[src/rtl/pwr_seq_pkg.sv]
package pwr_seq_pkg;

    typedef enum logic [2:0] {
        PS_STARTUP     = 3'd0,
        PS_STANDBY     = 3'd1,
        PS_SLEEP_ENTRY = 3'd2,
        PS_SLEEP       = 3'd3,
        PS_WAKING      = 3'd4
    } pwr_state_e;

    // Output bundle produced by each state
    typedef struct packed {
        logic accept_all;
        logic accept_wake;
        logic reg_en;
    } pwr_out_t;

    // Events issued by the command filter at the end of a transaction
    typedef struct packed {
        logic go_sleep;
        logic go_wake;
    } pwr_evt_t;

    function automatic int unsigned us_to_cyc(input int unsigned us, input int unsigned cyc_per_us);
        return us * cyc_per_us;
    endfunction

    function automatic int unsigned max3(input int unsigned a, input int unsigned b, input int unsigned c);
        int unsigned m;
        m = a;
        if (b > m) m = b;
        if (c > m) m = c;
        return m;
    endfunction

    function automatic pwr_out_t state_outputs(input pwr_state_e s);
        pwr_out_t o;
        o = '{accept_all: 1'b0, accept_wake: 1'b0, reg_en: 1'b1};
        case (s)
            PS_STANDBY:     o.accept_all  = 1'b1;
            PS_SLEEP_ENTRY: o.reg_en      = 1'b0;
            PS_SLEEP: begin
                o.reg_en      = 1'b0;
                o.accept_wake = 1'b1;
            end
            default: ;
        endcase
        return o;
    endfunction

endpackage

[src/rtl/pwr_seq_cs_sync.sv]
module pwr_seq_cs_sync #(
    parameter int unsigned STAGES = 2
) (
    input  logic clk,
    input  logic rst,
    input  logic cs_n,
    output logic cs_high,
    output logic cs_rise,
    output logic cs_fall
);
    logic [STAGES-1:0] sync_q;
    logic              level_d;

    always_ff @(posedge clk) begin
        if (rst) begin
            sync_q  <= '1;
            level_d <= 1'b1;
        end else begin
            sync_q[0] <= cs_n;
            for (int i = 1; i < STAGES; i++) begin
                sync_q[i] <= sync_q[i-1];
            end
            level_d <= sync_q[STAGES-1];
        end
    end

    assign cs_high = sync_q[STAGES-1];
    assign cs_rise = sync_q[STAGES-1] & ~level_d;
    assign cs_fall = ~sync_q[STAGES-1] & level_d;

    // an end of transaction is seen only after chip select was low
    p_rise_after_low_r3: assert property (@(posedge clk) disable iff (rst)
        cs_rise |-> $past(!cs_high));

endmodule

[src/rtl/pwr_seq_cmd_filter.sv]
module pwr_seq_cmd_filter
    import pwr_seq_pkg::*;
(
    input  logic     clk,
    input  logic     rst,
    input  logic     accept_all,
    input  logic     accept_wake,
    input  logic     sleep_stb,
    input  logic     wake_stb,
    input  logic     cs_rise,
    input  logic     cs_fall,
    output pwr_evt_t evt
);
    logic pend_sleep_q;
    logic pend_wake_q;

    // A strobe is held until the transaction ends; a new transaction clears it
    always_ff @(posedge clk) begin
        if (rst || cs_fall || cs_rise) begin
            pend_sleep_q <= 1'b0;
            pend_wake_q  <= 1'b0;
        end else begin
            if (sleep_stb && accept_all)  pend_sleep_q <= 1'b1;
            if (wake_stb  && accept_wake) pend_wake_q  <= 1'b1;
        end
    end

    always_comb begin
        evt.go_sleep = cs_rise & pend_sleep_q;
        evt.go_wake  = cs_rise & pend_wake_q;
    end

    // the two requests are never issued together
    p_single_event_r5: assert property (@(posedge clk) disable iff (rst)
        !(evt.go_sleep && evt.go_wake));

endmodule

[src/rtl/pwr_seq_timer.sv]
module pwr_seq_timer #(
    parameter int unsigned CNT_W = 8
) (
    input  logic             clk,
    input  logic             rst,
    input  logic [CNT_W-1:0] rst_val,
    input  logic             load,
    input  logic [CNT_W-1:0] load_val,
    output logic [CNT_W-1:0] remaining,
    output logic             expired
);
    logic [CNT_W-1:0] cnt_q;

    always_ff @(posedge clk) begin
        if (rst) begin
            cnt_q <= rst_val;
        end else if (load) begin
            cnt_q <= load_val;
        end else if (cnt_q != '0) begin
            cnt_q <= cnt_q - 1'b1;
        end
    end

    assign remaining = cnt_q;
    assign expired   = (cnt_q == '0);

    // with no new load the count never rises
    p_no_rise_r7: assert property (@(posedge clk) disable iff (rst)
        !$past(load) |-> (cnt_q <= $past(cnt_q)));

endmodule

[src/rtl/pwr_state_seq.sv]
module pwr_state_seq
    import pwr_seq_pkg::*;
#(
    parameter int unsigned CYC_PER_US     = 50,
    parameter int unsigned STARTUP_US     = 400,
    parameter int unsigned SLEEP_ENTRY_US = 3,
    parameter int unsigned WAKE_US        = 400,
    parameter int unsigned SYNC_STAGES    = 2
) (
    input  logic clk,
    input  logic rst,
    input  logic cs_n,
    input  logic sleep_stb,
    input  logic wake_stb,
    output logic accept_all,
    output logic accept_wake,
    output logic reg_en
);
    localparam int unsigned STARTUP_CYC = us_to_cyc(STARTUP_US, CYC_PER_US);
    localparam int unsigned ENTRY_CYC   = us_to_cyc(SLEEP_ENTRY_US, CYC_PER_US);
    localparam int unsigned WAKE_CYC    = us_to_cyc(WAKE_US, CYC_PER_US);
    localparam int unsigned MAX_CYC     = max3(STARTUP_CYC, ENTRY_CYC, WAKE_CYC);
    localparam int unsigned CNT_W       = $clog2(MAX_CYC + 1);
    localparam int unsigned DW          = CNT_W + 1;

    localparam logic [CNT_W-1:0] STARTUP_LD = CNT_W'(STARTUP_CYC);
    localparam logic [CNT_W-1:0] ENTRY_LD   = CNT_W'(ENTRY_CYC);
    localparam logic [CNT_W-1:0] WAKE_LD    = CNT_W'(WAKE_CYC);
    localparam logic [DW-1:0]    STARTUP_DW = DW'(STARTUP_CYC);
    localparam logic [DW-1:0]    ENTRY_DW   = DW'(ENTRY_CYC);
    localparam logic [DW-1:0]    WAKE_DW    = DW'(WAKE_CYC);

    pwr_state_e       state_q;
    pwr_state_e       state_nx;
    pwr_out_t         outs;
    pwr_evt_t         evt;
    logic             cs_high;
    logic             cs_rise;
    logic             cs_fall;
    logic             tmr_load;
    logic [CNT_W-1:0] tmr_val;
    logic [CNT_W-1:0] tmr_left;
    logic             tmr_done;

    // Chip select resynchronisation and edge detection
    pwr_seq_cs_sync #(
        .STAGES (SYNC_STAGES)
    ) u_cs_sync (
        .clk     (clk),
        .rst     (rst),
        .cs_n    (cs_n),
        .cs_high (cs_high),
        .cs_rise (cs_rise),
        .cs_fall (cs_fall)
    );

    // Command acceptance depends on the present state
    pwr_seq_cmd_filter u_filter (
        .clk         (clk),
        .rst         (rst),
        .accept_all  (outs.accept_all),
        .accept_wake (outs.accept_wake),
        .sleep_stb   (sleep_stb),
        .wake_stb    (wake_stb),
        .cs_rise     (cs_rise),
        .cs_fall     (cs_fall),
        .evt         (evt)
    );

    // One shared down-counter serves all three timed intervals
    pwr_seq_timer #(
        .CNT_W (CNT_W)
    ) u_timer (
        .clk       (clk),
        .rst       (rst),
        .rst_val   (STARTUP_LD),
        .load      (tmr_load),
        .load_val  (tmr_val),
        .remaining (tmr_left),
        .expired   (tmr_done)
    );

    always_comb begin
        state_nx = state_q;
        tmr_load = 1'b0;
        tmr_val  = '0;
        case (state_q)
            PS_STARTUP: begin
                if (tmr_done) state_nx = PS_STANDBY;
            end
            PS_STANDBY: begin
                if (evt.go_sleep) begin
                    state_nx = PS_SLEEP_ENTRY;
                    tmr_load = 1'b1;
                    tmr_val  = ENTRY_LD;
                end
            end
            PS_SLEEP_ENTRY: begin
                if (tmr_done) state_nx = PS_SLEEP;
            end
            PS_SLEEP: begin
                if (evt.go_wake) begin
                    state_nx = PS_WAKING;
                    tmr_load = 1'b1;
                    tmr_val  = WAKE_LD;
                end
            end
            PS_WAKING: begin
                if (tmr_done) state_nx = PS_STANDBY;
            end
            default: state_nx = PS_STARTUP;
        endcase
    end

    always_ff @(posedge clk) begin
        if (rst) state_q <= PS_STARTUP;
        else     state_q <= state_nx;
    end

    assign outs        = state_outputs(state_q);
    assign accept_all  = outs.accept_all;
    assign accept_wake = outs.accept_wake;
    assign reg_en      = outs.reg_en;

    // Dwell counter: cycles spent in the current state, used only by checks
    logic [DW-1:0] dwell_q;
    always_ff @(posedge clk) begin
        if (rst || state_nx != state_q) dwell_q <= '0;
        else if (dwell_q != '1)         dwell_q <= dwell_q + 1'b1;
    end

    // startup interval is never cut short
    p_startup_min_r1: assert property (@(posedge clk) disable iff (rst)
        (state_q == PS_STARTUP && state_nx == PS_STANDBY) |-> (dwell_q >= STARTUP_DW));

    // sleep entry lasts at least its minimum
    p_entry_min_r4: assert property (@(posedge clk) disable iff (rst)
        (state_q == PS_SLEEP_ENTRY && state_nx == PS_SLEEP) |-> (dwell_q >= ENTRY_DW));

    // wake-up lasts at least its minimum
    p_wake_min_r6: assert property (@(posedge clk) disable iff (rst)
        (state_q == PS_WAKING && state_nx == PS_STANDBY) |-> (dwell_q >= WAKE_DW));

    // a sleep request can only come out of standby
    p_sleep_from_standby_r3: assert property (@(posedge clk) disable iff (rst)
        evt.go_sleep |-> (state_q == PS_STANDBY));

    // a wake request can only come out of sleep
    p_wake_from_sleep_r5: assert property (@(posedge clk) disable iff (rst)
        evt.go_wake |-> (state_q == PS_SLEEP));

    // sleep is left only toward wake-up
    p_sleep_exit_r5: assert property (@(posedge clk) disable iff (rst)
        (state_q == PS_SLEEP) |=> (state_q == PS_SLEEP || state_q == PS_WAKING));

    // the wake-up count keeps falling whatever chip select does
    p_wake_no_restart_r7: assert property (@(posedge clk) disable iff (rst)
        (state_q == PS_WAKING && $past(state_q) == PS_WAKING) |-> (tmr_left == $past(tmr_left) - 1'b1));

    // regulators go off only in response to a sleep request
    p_regoff_cause_r4: assert property (@(posedge clk) disable iff (rst)
        $fell(reg_en) |-> $past(evt.go_sleep));

endmodule

[config.mk]
export PLATFORM = sky130hd
export DESIGN_NAME = pwr_state_seq
export DESIGN_NICKNAME = d
export VERILOG_FILES = /design/src/rtl/pwr_seq_pkg.sv /design/src/rtl/pwr_seq_cs_sync.sv /design/src/rtl/pwr_seq_cmd_filter.sv /design/src/rtl/pwr_seq_timer.sv /design/src/rtl/pwr_state_seq.sv
export SDC_FILE = /design/constraint.sdc
export NUM_CORES = 1
export LEC_CHECK = 0
export BUFFER_PORTS_ARGS = -buffer_cell sky130_fd_sc_hd__buf_2
export CAP_MARGIN = 20
export CORE_MARGIN = 2
export CORE_UTILIZATION = 61
export DETAILED_ROUTE_END_ITERATION = 12
export GPL_TIMING_DRIVEN = 0
export PLACE_DENSITY_LB_ADDON = 0.25
export SETUP_SLACK_MARGIN = 0.4
export SYNTH_ARGS = -nofsm -noshare
export SYNTH_HDL_FRONTEND = slang
export SYNTH_SLANG_ARGS = --single-unit
[constraint.sdc]
create_clock -name clk -period 3 [get_ports clk]
set_clock_uncertainty 0.05 [all_clocks]
set_input_delay 0.15 -clock clk [delete_from_list [all_inputs] [get_ports clk]]
set_output_delay 0.15 -clock clk [all_outputs]
set_load 0.02 [all_outputs]
==> run metrics <==
Critical Path RT=3.20 ns; Design Area, Final=1180 um^2; multiplexer area fraction after synthesis=2.89%; GR Overflow Total=0; fin util=69.6%; nets=140; yosys warns=0; Initial DRT Pass Iterations=4; clock share of power=about a quarter; Starting Density=between 60 and 70%; filler cell count in the final layout=153; initial drt markers=49; Hold Vio Cnt, Final=0; row cnt=15; part of the Yosys area used for sequential elements=42.5%; RSZ-0062 raised after global routing=false; CTS tree=yes; Mapped Cells=around 120; WP buf/inv=1; Peak supply drop=0.299 mV; number of stages on the worst setup path=6; largest net degree at the start of global routing=14; fin crit share=73.6%; Die W=46.1 um; clk sinks=23; largest family of logic cells by synthesized area=simple AND/OR/NAND/NOR gates; GRT Total Usage=24.6%; reg-to-reg setup timing slack=about 0.79 ns; hold path depth=2; DR vias/cell=6.34; sequential power share=58.6%; critical path peak fanout=10; critical path's top delay family=simple AND/OR/NAND/NOR gates; worst path arrival time=about 2.4 ns; pwr dens=516 nW/um^2; Post-synth top flop=dfxtp_1; Post-synth ARST share=0%; RR Startpoint=u_timer.remaining[0]$_SDFFE_PP0P_; register bit total from synthesis=23; first-pass GRT wire length=3570 um; Mapped Area=1080 um^2; worst reg2reg path endpoint=u_timer.remaining[7]$_SDFFE_PP0P_; initial antenna violation count=0; dpl hpwl=1560 um; I/O Buffers=7; count of final setup violators=0; Power, Total=0.000607 W; worst-skew pair later-pin latency=approximately 0.32 ns; CTS Buf Count=3; Slew Viols, Final=0; post-synthesis xor/xnor area fraction=6.47%; post_cts resized=0; Routed WL=2220 um; unique cell type count in the Yosys netlist=37; Maximum Capacitance Violations=0; leakage=0.426 nW; Final ANT Viol Nets=0; crit path cell chain=inv_1 -> ha_1 -> or3b_2 -> nor4b_4 -> o21ai_0 -> a31oi_1; core area=1690 um^2; min cycle time layout=2.21 ns; outcome=completed; DP Area=1140 um^2; vias in the first global route=774; simple-gate share of the synthesized area=31.3%; actual slew at the worst max-slew pin=a little under 0.8 ns; Clk pin slew, worst setup/hold paths=0.13 ns; layout cell share with drive strength beyond 1=16.5%; Synth Area per Inst=8.94 um^2; P&R area growth vs syn=8.67%; slowest stage delay, CP=0.54 ns; crit path launch type=flop; RePlAce Congestion=about 0.83; worst hold path class=input port to flop; Pint=~0.00043 W; Mapped Nets=127; Sw Pwr=between 0.00015 and 0.0002 W; depth of the most critical reg-to-reg path=6; kind of critical path=flop to flop; Min-Delay Endpoint=u_cs_sync.sync_q[0]$_SDFF_PP1_; ant diodes=0; CP max stage cell=or3b_2; compound-gate portion of the synthesized area=13.4%; die area=roughly 2100 um^2; switch share=29.1%; Max-slew headroom=46.2%; Post-Synth Adder-Cell Area=1.16%; setup TNS=0 ns; DR vias=about 950; H-Tree Depth=1; Die Ht=roughly 46 um; Hold Path Origin=rst; CTS Buffer Depth=2; Setup crit end kind=flop; drt drc=0; I/O pins=8; Combinational Power Share=17.4%; achievable frequency=0.453 GHz; clk root buf=clkbuf_4; postcts setup bufs=0; EDFF count, synth=0; wire per inst=14.8 um
[timing repair]
| item | 4_1_cts | 5_1_grt |
|---|---|---|
| endpoints found under the hold margin | 1 | 0 |
| setup endpoints to repair | 0 | 0 |
| hold buffers | 1 | 0 |
[Yosys cell counts (2+ instances only)]
library cell / number / share of area, %
or4_1: 2 / 1.4
a21oi_1: 11 / 5.1
dfxtp_1: 23 / 43
o21ai_0: 7 / 3.2
nor2b_1: 2 / 1.2
xnor2_1: 4 / 3.2
nand2_1: 8 / 2.8
nor4_1: 5 / 2.9
nor2_1: 4 / 1.4
clkbuf_1: 3 / 1.0
mux2i_1: 2 / 1.8
xor2_1: 4 / 3.2
nand3b_1: 2 / 1.4
nor3b_1: 2 / 1.4
or2_2: 3 / 1.7
inv_1: 2 / 0.69
nand2b_1: 3 / 1.7
nor3_1: 5 / 2.3
or3_1: 5 / 2.9
a31oi_1: 2 / 1.2
nand3_1: 6 / 2.8
[worst register-to-register path, cell delays in order, from the launching register on]
cell,delay [ns]
dfxtp_1,0.35
inv_1,0.09
ha_1,0.19
or3b_2,0.54
nor4b_4,0.52
o21ai_0,0.19
a31oi_1,0.21
[layout make-up]
cell class | count | area, um^2 | area share (%)
Buffer | 4 | 16.3 | 1.38
Tap cell | 17 | 21.3 | 1.81
Inverter | 2 | 7.51 | 0.638
Multi-Input combinational cell | 92 | 598 | 50.9
Sequential cell | 23 | 460 | 39.1
Clock buffer | 3 | 22.5 | 1.91
Clock inverter | 1 | 5.00 | 0.426
Timing Repair Buffer | 8 | 45.0 | 3.83
[state kept, by name, indices dropped and copies added (netlist names)]
name,cells
u_timer.remaining,15
state_q,3
u_cs_sync.sync_q,2
u_cs_sync.level_d,1
u_filter.pend_sleep_q,1
u_filter.pend_wake_q,1
[how the worst max path moves through the flow]
stage                                            startpoint                            endpoint
after floorplan           u_timer.remaining[0]$_SDFFE_PP0P_  u_timer.remaining[10]$_SDFFE_PP1P_
after global placement    u_timer.remaining[0]$_SDFFE_PP0P_  u_timer.remaining[10]$_SDFFE_PP1P_
after detailed placement  u_timer.remaining[0]$_SDFFE_PP0P_  u_timer.remaining[12]$_SDFFE_PP0P_
after CTS                 u_timer.remaining[0]$_SDFFE_PP0P_   u_timer.remaining[7]$_SDFFE_PP0P_
after global routing      u_timer.remaining[0]$_SDFFE_PP0P_  u_timer.remaining[12]$_SDFFE_PP0P_
final                     u_timer.remaining[0]$_SDFFE_PP0P_   u_timer.remaining[7]$_SDFFE_PP0P_
[power by group through the flow]
stage / clock (W) / combinational, W / sequential, W
floorplan: 0 / 0.0000857 / 0.000354
global placement: 0 / 0.0000998 / 0.000359
detailed placement: 0 / 0.000103 / 0.000360
CTS: 0.000149 / 0.000105 / 0.000354
global route: 0.000160 / 0.000118 / 0.000359
finish: 0.000146 / 0.000105 / 0.000355
[metal layers]
| metal | vias up | wire (um) | global-route usage, % | share of wire [%] |
|---|---|---|---|---|
| li1 | 470 | - | - | - |
| met4 | 0 | 57 | 13.7 | 2.6 |
| met3 | 7 | 76 | 4.71 | 3.4 |
| met2 | 29 | 1050 | 35.6 | 47 |
| met5 | - | 0 | 0 | 0 |
| met1 | 445 | 1040 | 34.1 | 47 |
[stage by stage]
stage,setup WS [ns],hold WS (ns),std cells
floorplan,0.963,0.204,121
global placement,0.872,0.287,145
detailed placement,0.833,0.287,145
CTS,0.813,0.00793,150
global route,0.657,0.0222,150
finish,0.793,0.0164,150
[cell families (layout without fill, tap and decap cells)]
kind of cell             Yosys count  in the layout
AO/OA/AOI/OAI                     25             25
XOR/XNOR                           8              8
adder cells (fa/ha/maj)            1              1
buffers and inverters              6             18
flip-flops                        23             23
multiplexers                       3              3
AND/OR/NAND/NOR                   55             55
[cells in the final DEF (no fill, tap or decap), types with 2 or more instances in the layout]
| cell | instances |
|---|---|
| nor2b_1 | 2 |
| nor4_1 | 5 |
| nor2_1 | 4 |
| xor2_1 | 4 |
| nand2_1 | 8 |
| or4_1 | 2 |
| inv_1 | 2 |
| xnor2_1 | 4 |
| nor3_1 | 5 |
| or2_2 | 3 |
| or3_1 | 5 |
| a31oi_1 | 2 |
| nor3b_1 | 2 |
| nand3b_1 | 2 |
| clkbuf_1 | 3 |
| buf_2 | 8 |
| nand3_1 | 6 |
| mux2i_1 | 2 |
| dfxtp_1 | 23 |
| a21oi_1 | 11 |
| nand2b_1 | 3 |
| clkbuf_4 | 3 |
| o21ai_0 | 7 |
Power figures use the tool's default switching activity.
